## config.mk

```make
export PLATFORM = sky130hd
export DESIGN_NAME = pflash_strobe_if
export DESIGN_NICKNAME = d
export VERILOG_FILES = /design/src/rtl/pflash_pkg.sv /design/src/rtl/pflash_rst_sync.sv /design/src/rtl/pflash_sync.sv /design/src/rtl/pflash_read_gate.sv /design/src/rtl/pflash_write_capture.sv /design/src/rtl/pflash_strobe_if.sv
export SDC_FILE = /design/constraint.sdc
export NUM_CORES = 1
export LEC_CHECK = 0
export BUFFER_PORTS_ARGS = -buffer_cell sky130_fd_sc_hd__buf_2
export CORE_ASPECT_RATIO = 0.75
export CORE_MARGIN = 1.5
export CORE_UTILIZATION = 45
export DETAILED_ROUTE_END_ITERATION = 10
export GPL_ROUTABILITY_DRIVEN = 0
export MAX_ROUTING_LAYER = met4
export PLACE_DENSITY = 0.78
export SLEW_MARGIN = 20
export SYNTH_ARGS = -nofsm -noshare
export SYNTH_HDL_FRONTEND = slang
export SYNTH_SLANG_ARGS = --single-unit
```

## constraint.sdc

```tcl
create_clock -name clk -period 4 [get_ports clk]
set_input_delay 0.6 -clock clk [delete_from_list [all_inputs] [get_ports clk]]
set_output_delay 0.6 -clock clk [all_outputs]
set_load 0.01 [all_outputs]
```

## src/rtl/pflash_pkg.sv

```systemverilog
`timescale 1ns/1ps
package pflash_pkg;
  // write cycle tracker states
  typedef enum logic [1:0] {
    WC_IDLE    = 2'd0,
    WC_OPEN    = 2'd1,
    WC_SPOILED = 2'd2
  } wc_state_e;

  // bit positions inside the synchronized control vector
  localparam int CTL_CE  = 0;
  localparam int CTL_OE  = 1;
  localparam int CTL_WE  = 2;
  localparam int CTL_RST = 3;
  localparam int CTL_W   = 4;
endpackage

```

## src/rtl/pflash_rst_sync.sv

```systemverilog
`timescale 1ns/1ps
module pflash_rst_sync #(
  parameter int STAGES = 2
) (
  input  logic clk,
  input  logic rst_n,
  output logic rst_n_o
);
  logic [STAGES-1:0] chain_q;
  logic [STAGES-1:0] chain_d;

  always_comb begin
    chain_d = {chain_q[STAGES-2:0], 1'b1};
  end

  always_ff @(posedge clk or negedge rst_n) begin
    if (!rst_n) begin
      chain_q <= '0;
    end else begin
      chain_q <= chain_d;
    end
  end

  assign rst_n_o = chain_q[STAGES-1];
endmodule

```

## src/rtl/pflash_sync.sv

```systemverilog
`timescale 1ns/1ps
module pflash_sync #(
  parameter int          W       = 1,
  parameter int          STAGES  = 2,
  parameter logic [W-1:0] RST_VAL = '0
) (
  input  logic         clk,
  input  logic         rst_n,
  input  logic [W-1:0] d,
  output logic [W-1:0] q
);
  logic [STAGES-1:0][W-1:0] stg_q;
  logic [STAGES-1:0][W-1:0] stg_d;

  always_comb begin
    stg_d[0] = d;
    for (int i = 1; i < STAGES; i++) begin
      stg_d[i] = stg_q[i-1];
    end
  end

  always_ff @(posedge clk or negedge rst_n) begin
    if (!rst_n) begin
      stg_q <= {STAGES{RST_VAL}};
    end else begin
      stg_q <= stg_d;
    end
  end

  assign q = stg_q[STAGES-1];
endmodule

```

## src/rtl/pflash_read_gate.sv

```systemverilog
`timescale 1ns/1ps
module pflash_read_gate #(
  parameter int DATA_W = 16
) (
  input  logic              clk,
  input  logic              rst_n,
  input  logic              ce_n,
  input  logic              oe_n,
  input  logic              we_n,
  input  logic              prst_n,
  input  logic [DATA_W-1:0] arr_data,
  output logic              rd_active,
  output logic              dq_oe,
  output logic [DATA_W-1:0] dq_o
);
  logic rd_en_d;
  logic rd_en_q;

  always_comb begin
    rd_en_d = !ce_n && !oe_n && we_n && prst_n;
  end

  always_ff @(posedge clk or negedge rst_n) begin
    if (!rst_n) begin
      rd_en_q <= 1'b0;
    end else begin
      rd_en_q <= rd_en_d;
    end
  end

  assign rd_active = rd_en_q;
  assign dq_oe     = rd_en_q;
  assign dq_o      = rd_en_q ? arr_data : '0;
endmodule

```

## src/rtl/pflash_write_capture.sv

```systemverilog
`timescale 1ns/1ps
module pflash_write_capture
  import pflash_pkg::*;
#(
  parameter int ADDR_W = 20,
  parameter int DATA_W = 16
) (
  input  logic              clk,
  input  logic              rst_n,
  input  logic              ce_n,
  input  logic              oe_n,
  input  logic              we_n,
  input  logic              prst_n,
  input  logic [ADDR_W-1:0] addr,
  input  logic [DATA_W-1:0] dq,
  output logic              wr_valid,
  output logic [ADDR_W-1:0] wr_addr,
  output logic [DATA_W-1:0] wr_data
);
  wc_state_e         state_q, state_d;
  logic              both_low;
  logic              addr_en;
  logic              fire;
  logic [ADDR_W-1:0] addr_q;
  logic [DATA_W-1:0] data_q;
  logic              valid_q;

  always_comb begin
    both_low = !ce_n && !we_n;
    state_d  = state_q;
    addr_en  = 1'b0;
    fire     = 1'b0;
    unique case (state_q)
      WC_IDLE: begin
        // later strobe has just fallen: take the address
        if (prst_n && both_low) begin
          addr_en = 1'b1;
          state_d = oe_n ? WC_OPEN : WC_SPOILED;
        end
      end
      WC_OPEN: begin
        if (!prst_n) begin
          state_d = WC_IDLE;
        end else if (!both_low) begin
          // earlier strobe has just risen: take the data
          fire    = oe_n;
          state_d = WC_IDLE;
        end else if (!oe_n) begin
          state_d = WC_SPOILED;
        end
      end
      WC_SPOILED: begin
        if (!prst_n || !both_low) begin
          state_d = WC_IDLE;
        end
      end
      default: state_d = WC_IDLE;
    endcase
  end

  always_ff @(posedge clk or negedge rst_n) begin
    if (!rst_n) begin
      state_q <= WC_IDLE;
      valid_q <= 1'b0;
    end else begin
      state_q <= state_d;
      valid_q <= fire;
    end
  end

  always_ff @(posedge clk or negedge rst_n) begin
    if (!rst_n) begin
      addr_q <= '0;
    end else if (addr_en) begin
      addr_q <= addr;
    end
  end

  always_ff @(posedge clk or negedge rst_n) begin
    if (!rst_n) begin
      data_q <= '0;
    end else if (fire) begin
      data_q <= dq;
    end
  end

  assign wr_valid = valid_q;
  assign wr_addr  = addr_q;
  assign wr_data  = data_q;
endmodule

```

## src/rtl/pflash_strobe_if.sv

```systemverilog
`timescale 1ns/1ps
module pflash_strobe_if
  import pflash_pkg::*;
#(
  parameter int ADDR_W      = 20,
  parameter int DATA_W      = 16,
  parameter int SYNC_STAGES = 2
) (
  input  logic              clk,
  input  logic              rst_n,
  input  logic              pin_ce_n,
  input  logic              pin_oe_n,
  input  logic              pin_we_n,
  input  logic              pin_rst_n,
  input  logic [ADDR_W-1:0] pin_addr,
  input  logic [DATA_W-1:0] pin_dq_i,
  output logic [DATA_W-1:0] pin_dq_o,
  output logic              pin_dq_oe,
  output logic [ADDR_W-1:0] arr_rd_addr,
  input  logic [DATA_W-1:0] arr_rd_data,
  output logic              rd_active,
  output logic              wr_valid,
  output logic [ADDR_W-1:0] wr_addr,
  output logic [DATA_W-1:0] wr_data
);
  logic              rst_n_int;
  logic [CTL_W-1:0]  ctl_raw;
  logic [CTL_W-1:0]  ctl_s;
  logic [ADDR_W-1:0] addr_s;
  logic [DATA_W-1:0] dq_s;
  logic              s_ce_n, s_oe_n, s_we_n, s_rst_n;

  pflash_rst_sync #(.STAGES(SYNC_STAGES)) u_rst (
    .clk     (clk),
    .rst_n   (rst_n),
    .rst_n_o (rst_n_int)
  );

  always_comb begin
    ctl_raw          = '1;
    ctl_raw[CTL_CE]  = pin_ce_n;
    ctl_raw[CTL_OE]  = pin_oe_n;
    ctl_raw[CTL_WE]  = pin_we_n;
    ctl_raw[CTL_RST] = pin_rst_n;
  end

  pflash_sync #(.W(CTL_W), .STAGES(SYNC_STAGES), .RST_VAL({CTL_W{1'b1}})) u_sync_ctl (
    .clk (clk), .rst_n (rst_n_int), .d (ctl_raw), .q (ctl_s)
  );

  pflash_sync #(.W(ADDR_W), .STAGES(SYNC_STAGES), .RST_VAL('0)) u_sync_addr (
    .clk (clk), .rst_n (rst_n_int), .d (pin_addr), .q (addr_s)
  );

  pflash_sync #(.W(DATA_W), .STAGES(SYNC_STAGES), .RST_VAL('0)) u_sync_dq (
    .clk (clk), .rst_n (rst_n_int), .d (pin_dq_i), .q (dq_s)
  );

  assign s_ce_n  = ctl_s[CTL_CE];
  assign s_oe_n  = ctl_s[CTL_OE];
  assign s_we_n  = ctl_s[CTL_WE];
  assign s_rst_n = ctl_s[CTL_RST];

  assign arr_rd_addr = addr_s;

  pflash_read_gate #(.DATA_W(DATA_W)) u_rd (
    .clk       (clk),
    .rst_n     (rst_n_int),
    .ce_n      (s_ce_n),
    .oe_n      (s_oe_n),
    .we_n      (s_we_n),
    .prst_n    (s_rst_n),
    .arr_data  (arr_rd_data),
    .rd_active (rd_active),
    .dq_oe     (pin_dq_oe),
    .dq_o      (pin_dq_o)
  );

  pflash_write_capture #(.ADDR_W(ADDR_W), .DATA_W(DATA_W)) u_wr (
    .clk      (clk),
    .rst_n    (rst_n_int),
    .ce_n     (s_ce_n),
    .oe_n     (s_oe_n),
    .we_n     (s_we_n),
    .prst_n   (s_rst_n),
    .addr     (addr_s),
    .dq       (dq_s),
    .wr_valid (wr_valid),
    .wr_addr  (wr_addr),
    .wr_data  (wr_data)
  );
endmodule

```

==> impl_metrics.json <==
{
  "drive_above_1_share": 0.602,
  "die_area_mm2": 0.00890,
  "reg2reg_from": "u_sync_ctl.q[3]",
  "dp.cells": 423,
  "ys_top_cells_by_area": "dfrtp_1, mux2_4, dfstp_2, mux2_2, and2_1",
  "fin_tns_setup_ns": 0,
  "synth_top_area_share": 0.760,
  "clockRootBuffer": "clkbuf_8",
  "antenna_found_initial": 0,
  "postSynthCellCount": 189,
  "wl_per_cell_um": 14.8,
  "num_io_pins": 133,
  "grt_usage": 0.171,
  "finalSetupViolations": 0,
  "drt_iter0_drc": 41,
  "critical_path.max_fanout": 18,
  "synth-edff-count": 0,
  "skew_ns": 0.00432,
  "ys_ff_latch": 122,
  "synth_largest_area_cell": "dfrtp_1",
  "cp-start-kind": "flop",
  "p_leak_uw": 0.00266,
  "cts.repair.resized": 0,
  "holdPathStages": 1,
  "dominantRegCellSynth": "dfrtp_1",
  "ys_types": 19,
  "syn-num-nets": 247,
  "clockBufferDepth": 2,
  "grt_overflow_total": 0,
  "ir_worst_vdd_uv": 324,
  "row_count": 28,
  "cts_max_level": 4,
  "criticalPathCategory": "flop to output port",
  "grt_pass1_wl_um": 10400,
  "drv_slew": 0,
  "cts-buffers-inserted": 17,
  "dp_hpwl_um": 4560,
  "endpoint_kind": "output port",
  "io_buffers": 132,
  "fillCellCount": 592,
  "multi_input_area_um2": 651,
  "final_nets": 396,
  "hold_viol_final": 0,
  "p_sw_uw": 673,
  "stdcell_count": 454,
  "p_comb_frac": 0.086,
  "crit_arrival_ns": 1.37,
  "synth_seq_area_share": 0.816,
  "rsz0062_at_grt": "false",
  "cts_tree": "yes",
  "cp_data_required_time_ns": 3.40,
  "seq_area_mm2": 0.00307,
  "p_int_uw": 2510,
  "place_area_mm2": 0.00452,
  "worstPathBufferInverterCount": 1,
  "grt_pass1_vias": 2160,
  "crit_slowest_cell": "dfrtp_1",
  "status": "finished, final reports clean",
  "firstDrtPassIters": 4,
  "p_per_area_mw_per_mm2": 621,
  "ant_nets": 0,
  "fin_crit_sh": 0.492,
  "cts.clk_slew.worst_paths_ns": 0.05,
  "drc": 0,
  "holdCritStartpoint": "pin_rst_n",
  "ff2ff_setup_slack_ns": 2.07,
  "vias": 2026,
  "max_stage_delay_ns": 0.54,
  "cts.sinks": 122,
  "avgSynthCellArea_um2": 19.9,
  "clk_latency_ns": 0.50,
  "coreArea_mm2": 0.00799,
  "die_h_um": 82.1,
  "synth_commonest_cells": "dfrtp_1, mux2_4, and2_1, mux2_2, dfstp_2",
  "power.share.sequential": 0.445,
  "utilization": 0.642,
  "synth.cell_area_mm2": 0.00375,
  "die_w_um": 108,
  "grt_max_degree": 51,
  "area_delta_synth_final_pct": 36.6,
  "reg2reg_to": "u_wr.wr_addr[3]",
  "critPathTopFamily": "flip-flops",
  "drt-total-wl_um": 6700,
  "slew_headroom": 0.416,
  "startpoint": "u_rd.dq_oe",
  "p_clk_frac": 0.469,
  "fmaxAchievable_mhz": 508,
  "holdPathEnd": "u_sync_ctl.stg_d[7]",
  "async_flop_share": 1.00,
  "start_util": 0.470,
  "hp-class": "input port to flop",
  "synth_most_common_cell": "dfrtp_1",
  "cap_violations": 0,
  "sw_frac_of_total": 0.212,
  "synth_warnings": 0,
  "antennaDiodeCount": 0,
  "crit_chain": "and2_1 -> buf_2",
  "fin_crit_ns": 1.97,
  "tightest_slew_ns": 0.874,
  "vias_per_cell": 4.46,
  "worstRegToRegCells": 3,
  "final_area_mm2": 0.00512
}
[routing by layer]
layer | wire, um | vias up | track usage
met5 | 0 | - | -
met4 | 72 | 0 | 0.0855
met3 | 561 | 7 | 0.0754
met2 | 3110 | 82 | 0.247
met1 | 2960 | 1019 | 0.205
li1 | - | 918 | -
[power groups by stage]
| stage | Clock, uW | Combinational (uW) | Sequential (uW) |
|---|---|---|---|
| 3_3_place_gp | 0 | 268 | 1430 |
| 4_1_cts | 1520 | 280 | 1420 |
| 2_1_floorplan | 0 | 99.3 | 1470 |
| 5_1_grt | 1590 | 299 | 1430 |
| 6_report | 1490 | 275 | 1420 |
| 3_5_place_dp | 0 | 278 | 1440 |
[sequential cells by signal (all words and copies together), names as in the netlist]
register,cells
u_sync_ctl.stg_d,4
u_sync_addr.q,20
u_sync_dq.q,16
u_sync_dq.stg_d,16
u_wr.wr_valid,1
u_sync_addr.stg_d,20
u_wr.state_q,2
u_wr.wr_data,16
u_rst.chain_q,2
u_wr.wr_addr,20
u_rd.dq_oe,1
u_sync_ctl.q,4
[logic make-up (layout without fill, tap and decap cells)]
| family | after synthesis | after routing | synth area share |
|---|---|---|---|
| buffers and inverters | 5 | 165 | 0.0103 |
| AOI/OAI and AO/OA | 1 | 1 | 0.00200 |
| and+or+nand+nor | 24 | 24 | 0.0423 |
| other | 1 | 1 | 0.000999 |
| DFF | 122 | 122 | 0.816 |
| muxes | 36 | 36 | 0.128 |
[what timing repair did]
action,CTS,global route
hold endpoints to repair,2,0
setup endpoints to repair,0,0
hold buffers,1,0
buffers inserted,0,0
[placed cells by master (no fill, tap or decap), types with 3 or more instances in the layout]
cell | synthesis | final
buf_2 | 1 | 132
clkbuf_16 | 0 | 16
mux2_4 | 20 | 20
mux2_2 | 16 | 16
clkbuf_8 | 0 | 5
dfstp_2 | 8 | 8
dfrtp_1 | 114 | 113
bufinv_16 | 0 | 3
clkinv_2 | 0 | 4
and2_1 | 16 | 16
[layout make-up]
class / instances / share of cell area
Sequential cell: 122 / 0.598
Timing Repair Buffer: 135 / 0.134
Multi-Input combinational cell: 62 / 0.127
Clock buffer: 22 / 0.0923
Tap cell: 105 / 0.0256
Clock inverter: 8 / 0.0229
[worst max-delay path by stage]
| stage | to | slack [ns] | cells past startpoint |
|---|---|---|---|
| 2_1_floorplan | u_rd.dq_oe | 0.36 | 0 |
| 4_1_cts | pin_dq_o[3] | 2.00 | 2 |
| 3_5_place_dp | u_wr.wr_addr[19] | 2.07 | 3 |
| 3_3_place_gp | u_wr.wr_addr[4] | 2.12 | 3 |
| 6_report | pin_dq_o[3] | 2.03 | 2 |
| 5_1_grt | pin_dq_o[11] | 1.89 | 2 |
[worst reg2reg max path, stage by stage, from the launching register on]
cell and delay, ns:
dfstp_2 0.53, or3b_1 0.38, or3_4 0.53, mux2_4 0.37
[stage by stage]
stage	total power, uW	setup slack, ns	hold slack, ns
final	3180	2.03	0.194
after global routing	3320	1.89	0.160
after floorplan	1570	0.363	0.304
after detailed placement	1710	2.07	0.335
after CTS	3220	2.00	0.170
after global placement	1700	2.12	0.331
Power figures use the tool's default switching activity.
